[src/rtl/fsd_pkg.sv]
package fsd_pkg;
  typedef enum logic [1:0] {
    SLOT_NONE = 2'd0,
    SLOT_TILE = 2'd1,
    SLOT_ROW  = 2'd2
  } slot_kind_e;
endpackage

[src/rtl/fsd_word_counter.sv]
module fsd_word_counter #(
  parameter int FRAME_LEN = 101,
  parameter int IDX_W     = 7
) (
  input  logic             clk,
  input  logic             rst_n,
  input  logic             accept,
  input  logic             frame_start,
  output logic [IDX_W-1:0] word_idx,
  output logic             word_live,
  output logic             last_word,
  output logic             short_err
);
  localparam logic [IDX_W-1:0] LAST_IDX = IDX_W'(FRAME_LEN - 1);

  logic [IDX_W-1:0] cnt_q;
  logic             in_frame_q;

  // index of the word on the input this cycle
  always_comb begin
    word_idx  = frame_start ? '0 : cnt_q;
    word_live = accept && (frame_start || in_frame_q);
    last_word = word_live && (word_idx == LAST_IDX);
  end

  always_ff @(posedge clk or negedge rst_n) begin
    if (!rst_n) begin
      cnt_q      <= '0;
      in_frame_q <= 1'b0;
      short_err  <= 1'b0;
    end else begin
      if (word_live) begin
        if (last_word) begin
          cnt_q      <= '0;
          in_frame_q <= 1'b0;
        end else begin
          cnt_q      <= word_idx + IDX_W'(1);
          in_frame_q <= 1'b1;
        end
      end
      if (accept && frame_start && in_frame_q) begin
        short_err <= 1'b1;
      end
    end
  end
endmodule

[src/rtl/fsd_slot_map.sv]
module fsd_slot_map
  import fsd_pkg::*;
#(
  parameter int TILE_CNT = 50,
  parameter int WPT      = 2,
  parameter int IDX_W    = 7,
  parameter int TILE_W   = 6,
  parameter int SEL_W    = 1
) (
  input  logic             word_live,
  input  logic [IDX_W-1:0] word_idx,
  output slot_kind_e       kind,
  output logic [TILE_W-1:0] tile,
  output logic [SEL_W-1:0] sel
);
  localparam int               ROW_POS_I = (TILE_CNT * WPT) / 2;
  localparam logic [IDX_W-1:0] ROW_POS   = IDX_W'(ROW_POS_I);
  localparam logic [IDX_W-1:0] WPT_C     = IDX_W'(WPT);

  logic [IDX_W-1:0] off;

  always_comb begin
    kind = SLOT_NONE;
    off  = word_idx;
    if (word_live) begin
      if (word_idx == ROW_POS) begin
        kind = SLOT_ROW;
      end else begin
        kind = SLOT_TILE;
        if (word_idx > ROW_POS) off = word_idx - IDX_W'(1);
      end
    end
    tile = TILE_W'(off / WPT_C);
    sel  = SEL_W'(off % WPT_C);
  end
endmodule

[src/rtl/fsd_out_stage.sv]
module fsd_out_stage
  import fsd_pkg::*;
#(
  parameter int WORD_W   = 32,
  parameter int TILE_CNT = 50,
  parameter int TILE_W   = 6,
  parameter int SEL_W    = 1
) (
  input  logic                clk,
  input  logic                rst_n,
  input  logic                accept,
  input  slot_kind_e          kind,
  input  logic [TILE_W-1:0]   tile,
  input  logic [SEL_W-1:0]    sel,
  input  logic [WORD_W-1:0]   data,
  input  logic                last_word,
  output logic [TILE_CNT-1:0] tile_we,
  output logic [TILE_W-1:0]   tile_idx,
  output logic [SEL_W-1:0]    tile_sel,
  output logic                row_we,
  output logic [WORD_W-1:0]   wr_data,
  output logic                frame_done
);
  slot_kind_e kind_q;

  always_ff @(posedge clk or negedge rst_n) begin
    if (!rst_n) begin
      kind_q     <= SLOT_NONE;
      tile_idx   <= '0;
      tile_sel   <= '0;
      wr_data    <= '0;
      frame_done <= 1'b0;
    end else begin
      kind_q     <= kind;
      frame_done <= last_word;
      if (accept) begin
        tile_idx <= tile;
        tile_sel <= sel;
        wr_data  <= data;
      end
    end
  end

  assign row_we = (kind_q == SLOT_ROW);

  for (genvar t = 0; t < TILE_CNT; t++) begin : g_we
    assign tile_we[t] = (kind_q == SLOT_TILE) && (tile_idx == TILE_W'(t));
  end
endmodule

[src/rtl/frame_stripe_dist.sv]
module frame_stripe_dist
  import fsd_pkg::*;
#(
  parameter int WORD_W   = 32,
  parameter int TILE_CNT = 50,
  parameter int WPT      = 2,
  localparam int FRAME_LEN = TILE_CNT * WPT + 1,
  localparam int IDX_W     = $clog2(FRAME_LEN),
  localparam int TILE_W    = (TILE_CNT > 1) ? $clog2(TILE_CNT) : 1,
  localparam int SEL_W     = (WPT > 1) ? $clog2(WPT) : 1
) (
  input  logic                clk,
  input  logic                rst_n,
  input  logic                in_valid,
  output logic                in_ready,
  input  logic [WORD_W-1:0]   in_data,
  input  logic                frame_start,
  input  logic                sink_busy,
  output logic [TILE_CNT-1:0] tile_we,
  output logic [TILE_W-1:0]   tile_idx,
  output logic [SEL_W-1:0]    tile_sel,
  output logic                row_we,
  output logic [WORD_W-1:0]   wr_data,
  output logic                frame_done,
  output logic                short_err
);
  logic              accept;
  logic [IDX_W-1:0]  word_idx;
  logic              word_live;
  logic              last_word;
  slot_kind_e        kind;
  logic [TILE_W-1:0] tile;
  logic [SEL_W-1:0]  sel;

  assign in_ready = !sink_busy;
  assign accept   = in_valid && in_ready;

  fsd_word_counter #(.FRAME_LEN(FRAME_LEN), .IDX_W(IDX_W)) u_cnt (
    .clk(clk), .rst_n(rst_n), .accept(accept), .frame_start(frame_start),
    .word_idx(word_idx), .word_live(word_live), .last_word(last_word),
    .short_err(short_err)
  );

  fsd_slot_map #(.TILE_CNT(TILE_CNT), .WPT(WPT), .IDX_W(IDX_W),
                 .TILE_W(TILE_W), .SEL_W(SEL_W)) u_map (
    .word_live(word_live), .word_idx(word_idx),
    .kind(kind), .tile(tile), .sel(sel)
  );

  fsd_out_stage #(.WORD_W(WORD_W), .TILE_CNT(TILE_CNT), .TILE_W(TILE_W),
                  .SEL_W(SEL_W)) u_out (
    .clk(clk), .rst_n(rst_n), .accept(accept), .kind(kind), .tile(tile),
    .sel(sel), .data(in_data), .last_word(last_word),
    .tile_we(tile_we), .tile_idx(tile_idx), .tile_sel(tile_sel),
    .row_we(row_we), .wr_data(wr_data), .frame_done(frame_done)
  );
endmodule

[config.mk]
export PLATFORM = sky130hd
export DESIGN_NAME = frame_stripe_dist
export DESIGN_NICKNAME = d
export VERILOG_FILES = /design/src/rtl/fsd_pkg.sv /design/src/rtl/fsd_word_counter.sv /design/src/rtl/fsd_slot_map.sv /design/src/rtl/fsd_out_stage.sv /design/src/rtl/frame_stripe_dist.sv
export SDC_FILE = /design/constraint.sdc
export NUM_CORES = 1
export LEC_CHECK = 0
export BUFFER_PORTS_ARGS = -buffer_cell sky130_fd_sc_hd__buf_2
export CAP_MARGIN = 20
export CELL_PAD_IN_SITES_DETAIL_PLACEMENT = 0
export CELL_PAD_IN_SITES_GLOBAL_PLACEMENT = 2
export CORE_MARGIN = 2
export CORE_UTILIZATION = 26
export DETAILED_ROUTE_END_ITERATION = 10
export PLACE_DENSITY_LB_ADDON = 0.25
export SLEW_MARGIN = 5
export SYNTH_ARGS = -nofsm -noshare
export SYNTH_HDL_FRONTEND = slang
export SYNTH_SLANG_ARGS = --single-unit
[constraint.sdc]
create_clock -name clk -period 3.43 [get_ports clk]
set_input_delay 0.5145 -clock clk [delete_from_list [all_inputs] [get_ports clk]]
set_output_delay 0.5145 -clock clk [all_outputs]
set_load 0.05 [all_outputs]
Word-level counts from Yosys, hierarchy flattened
Cells that the tools add are included.
{"block": "totals", "input_bits": 37, "ff_bits": 51, "out_inout_bits": 93, "word_cells": 130}
{"block": "op_classes", "muxes": 8, "reduce_logical": 58, "n_addsub": 2, "magnitude_cmp": 1, "eq_ne": 53}
{"op": "$eq 6x6->1 const B", "count": 18}
{"op": "$eq 6x5->1 const B", "count": 16}
{"op": "$logic_and 1x1->1", "count": 55}
{"op": "$eq 6x4->1 const B", "count": 8}
{"op": "$mux 7", "count": 5}
{"op": "$eq 6x3->1 const B", "count": 4}
{"op": "$eq 6x2->1 const B", "count": 2}
{"op": "$add 7x1->7 const B", "count": 1}
{"op": "$eq 7x6->1 const B", "count": 1}
{"op": "$eq 7x7->1 const B", "count": 1}
{"op": "$gt 7x6->1 const B", "count": 1}
{"op": "$sub 7x1->7 const B", "count": 1}
{"op": "$eq 6x1->1 const B", "count": 1}
{"op": "$logic_not 6->1", "count": 1}
{"op": "$mux 2", "count": 2}
{"op": "$eq 2x1->1 const B", "count": 1}
{"op": "$eq 2x2->1 const B", "count": 1}
{"op": "$logic_not 1->1", "count": 1}
{"op": "$logic_or 1x1->1", "count": 1}
{"op": "$mux 1", "count": 1}

Depth between registers and ports, before layout
{"block": "depth", "ltp_word": 5, "depth_mapped": 9, "mapped_depth_nobuf": 8}

Hierarchy
A second synthesis with hierarchy kept.
{"block": "hier_totals", "hier_cells": 271, "area_unflattened_um2": 2805.2}
{"module": "fsd_out_stage", "cells_each": 169, "seq_area_each_um2": 1051.0, "instances": 1, "area_per_inst_um2": 1961.9}
{"module": "fsd_word_counter", "cells_each": 67, "seq_area_each_um2": 225.2, "instances": 1, "area_per_inst_um2": 614.3}
{"module": "fsd_slot_map", "cells_each": 33, "seq_area_each_um2": 0.0, "instances": 1, "area_per_inst_um2": 219.0}
{"module": "frame_stripe_dist", "cells_each": 2, "seq_area_each_um2": 0.0, "instances": 1, "area_per_inst_um2": 10.0}

Worst setup path before layout
Ideal clock, no wire load.
{"block": "synth_timing", "path_kind": "register to output", "from": "register u_out.tile_idx[5]", "to": "output port tile_we[5]", "n_path_buf": 2, "slack_ns": 0.871, "required_ns": 2.915, "arrival_ns": 2.045, "path_stages_with_launch": 5, "cell_sequence": "dfrtp_1 > or3_1 > clkbuf_1 > clkbuf_1 > nor2_1"}
{"block": "synth_between", "elab_chain_len": 2}
{"item": "from (decl)", "line": "fsd_out_stage.sv:18", "text": "output logic [TILE_W-1:0] tile_idx,"}
{"item": "from (signal assigned)", "line": "fsd_out_stage.sv:37", "text": "tile_idx <= tile;"}
{"item": "$eq 6x3->1", "line": "fsd_out_stage.sv:47", "text": "assign tile_we[t] = (kind_q == SLOT_TILE) && (tile_idx == TILE_W'(t));"}
{"item": "$logic_and 1x1->1", "line": "fsd_out_stage.sv:47"}
{"item": "to (decl)", "line": "frame_stripe_dist.sv:19", "text": "output logic [TILE_CNT-1:0] tile_we,"}
No other way between the ends.

Final worst setup path
{"block": "layout_timing", "from": "register u_out.kind_q[1]", "to": "output port tile_we[4]"}
{"block": "layout_between", "elab_chain_len": 2}
{"item": "from (decl)", "line": "fsd_out_stage.sv:24", "text": "slot_kind_e kind_q;"}
{"item": "from (signal assigned)", "line": "fsd_out_stage.sv:34", "text": "kind_q <= kind;"}
{"item": "$eq 2x1->1", "line": "fsd_out_stage.sv:47"}
{"item": "$logic_and 1x1->1", "line": "fsd_out_stage.sv:47"}
No other way between the ends.

==> impl_metrics.ini <==
[die]
die_h_um = 106
dieArea_sq_um = 11300
ios = 130
fp-row-count = 37
initial_core_util = 0.266
core-area_sq_um = 10300
die_w_um = 106

[logic_synthesis]
yosysSeqAreaShare = 0.467
synth_fa_ha_area_frac = 0.00916
synthMuxAreaShare = 0.00733
syn_inst = 356
synth-seq-cells = 51
yosys.area.top_type = dfrtp_1
synth_compound_area_frac = 0.0980
synth-edff-count = 0
synthDistinctLibCells = 47
yosysTopAreaCellShare = 0.467
ys_top_cells_by_count = nand2_1 (121), nor2_1 (67), dfrtp_1 (51)
ys_warn_count = 0
syn_area_per_cell_sq_um = 7.67
synth_top_family_by_area = simple AND/OR/NAND/NOR gates
synth_xor_area_frac = 0
ys_async_sr_fraction = 1.00
synth_area_leaders = dfrtp_1 (47%), nand2_1 (17%), nor2_1 (9.2%)
syn-cell-area_sq_um = 2730
synth_nets = 395
yosysMostFrequentCell = nand2_1
synth-simple-area-share = 0.374
synthFlopType = dfrtp_1

[placed_design]
post-place-ws_ns = 1.06
dp_hpwl_um = 6010
numPortBuffers = 129
dp_cells = 603
gp_congestion = 0.817

[critical_path]
cp-endpoint = tile_we[4]
startpoint_type = register
critPathCaptureType = output port
r2r_cells = 7
critPathMaxFanout = 16
reg2reg_to = u_cnt.cnt_q[2]
crit_required_ns = 2.92
startpoint = u_out.kind_q[1]
worstPathArrival_ns = 1.92
r2r_start = u_cnt.cnt_q[0]
reg2reg_slack_ns = 1.33
critPathKind = register to output port

[sta]
finalMaxSlewViolations = 0
slew_headroom = 0.606
setup_viol = 0
post-route-period-util = 0.710
skew_ns = 0.00750
setup_slack_ns = 0.995
tightest_slew_ns = 0.592
min_period_ns = 2.43
finalHoldViolCount = 0
setup_tns_ns = 0
rsz0062_at_grt = no
timing.fmax_mhz = 411

[detailed_routing]
first_pass_iters = 4
drt-vias-per-instance = 4.64
drcViolationCount = 0
vias = 2835
ant_nets = 0
wl_per_cell_um = 13.8
wirelength_um = 8450
first_iter_violations = 160

[cts]
cts_setup_buffers = 0
tritoncts = built
clk_pin_slew_ns = 0.10
htree_levels = 2
ctsResizeCount = 0
cts_sinks = 51
root_buffer = clkbuf_8
hold_buffers = 0
cts_buffers = 5
insertion_delay_ns = 0.31
clockBufferDepth = 2

[global_routing]
grtUsageTotal = 0.152
antenna_found_initial = 0
grt_pass1_wl_um = 14100
grt_start_max_net_pins = 47
first_global_vias = 2840
overflow = 0
grt_use_met3 = 0.0435
top_usage_layer = met2
use_met2 = 0.259
grt_use_met1 = 0.191

[power]
ir_worst_vdd_mv = 0.200
p_leak_nw = 1.89
power.density_nw_per_um2 = 483

[cells_and_area]
fillers = 1122
final_cells = 611
drive_gt1_frac = 0.307
multi_input_area_sq_um = 1340
antennaDiodeCount = 0
regArea_sq_um = 1280
fin_util = 0.349
syn2layout_area_growth_pct = 31.2
nNetsFinal = 513

[job]
maxCapViolations = 0

[min_path]
hp-class = input pin to asynchronous set/reset pin

[status]
status = completed
[where the power goes]
part           internal (mW)  total (mW)  switching [mW]
clock                  0.152       0.379           0.228
sequential             0.675       0.770          0.0950
combinational          0.151       0.582           0.431
[registers in the layout, summed over array words and instances, names as in the netlist]
signal            count
u_out.wr_data        32
u_cnt.cnt_q           7
u_out.tile_idx        6
u_out.kind_q          2
u_cnt.in_frame_q      1
u_cnt.short_err       1
u_out.frame_done      1
u_out.tile_sel        1
[cell usage in the layout (no fill, tap or decap), drive strengths merged, types with 3 or more instances in the layout]
master / count
nor3: 3
a31o: 3
a31oi: 7
nand4: 6
nand3: 11
buf: 133
nor4: 3
dfrtp: 51
a21oi: 3
o21ai: 6
clkbuf: 5
nand2: 121
nor2b: 8
inv: 7
nor2: 67
and2: 3
[worst max-delay path: stages (launching register included)]
cell and delay (ns):
dfrtp_1 0.39, nand2b_1 0.17, or3_1 0.57, nor2_1 0.19, buf_2 0.29
[worst min path at each step]
| stage | startpoint | endpoint | slack [ns] |
|---|---|---|---|
| 6_report | rst_n | u_out.wr_data[29] | 0.19 |
| 5_1_grt | rst_n | u_out.wr_data[28] | 0.22 |
| 4_1_cts | rst_n | u_out.wr_data[29] | 0.21 |
| 3_5_place_dp | u_out.wr_data[27] | u_out.wr_data[27] | 0.46 |
| 3_3_place_gp | u_out.wr_data[8] | u_out.wr_data[8] | 0.45 |
| 2_1_floorplan | rst_n | u_cnt.cnt_q[0] | 0.22 |
[cell type report]
class / instances / share of cell area
Inverter: 6 / 0.00628
Sequential cell: 51 / 0.356
Clock buffer: 5 / 0.0192
Timing Repair Buffer: 133 / 0.188
Clock inverter: 3 / 0.00803
Tap cell: 136 / 0.0475
Multi-Input combinational cell: 277 / 0.375
[kinds of logic (layout without fill, tap and decap cells)]
| kind of cell | after synthesis | count (layout) |
|---|---|---|
| AO/OA/AOI/OAI | 37 | 37 |
| adder cells (fa/ha/maj) | 2 | 2 |
| buffers and inverters | 28 | 147 |
| flip-flops | 51 | 51 |
| multiplexers | 2 | 2 |
| AND/OR/NAND/NOR | 236 | 236 |
[metrics by stage]
stage	hold WS, ns	power [mW]	cell area, sq um
6_report	0.191	1.73	3580
2_1_floorplan	0.219	1.19	2730
3_5_place_dp	0.457	1.37	3490
5_1_grt	0.225	1.84	3580
4_1_cts	0.209	1.76	3580
3_3_place_gp	0.453	1.37	3490
[routing by layer]
layer,vias to the layer above,share of wire
met5,-,0
met4,0,0.013
met3,10,0.089
met2,119,0.47
met1,1297,0.43
li1,1409,-
Power figures use the tool's default switching activity.
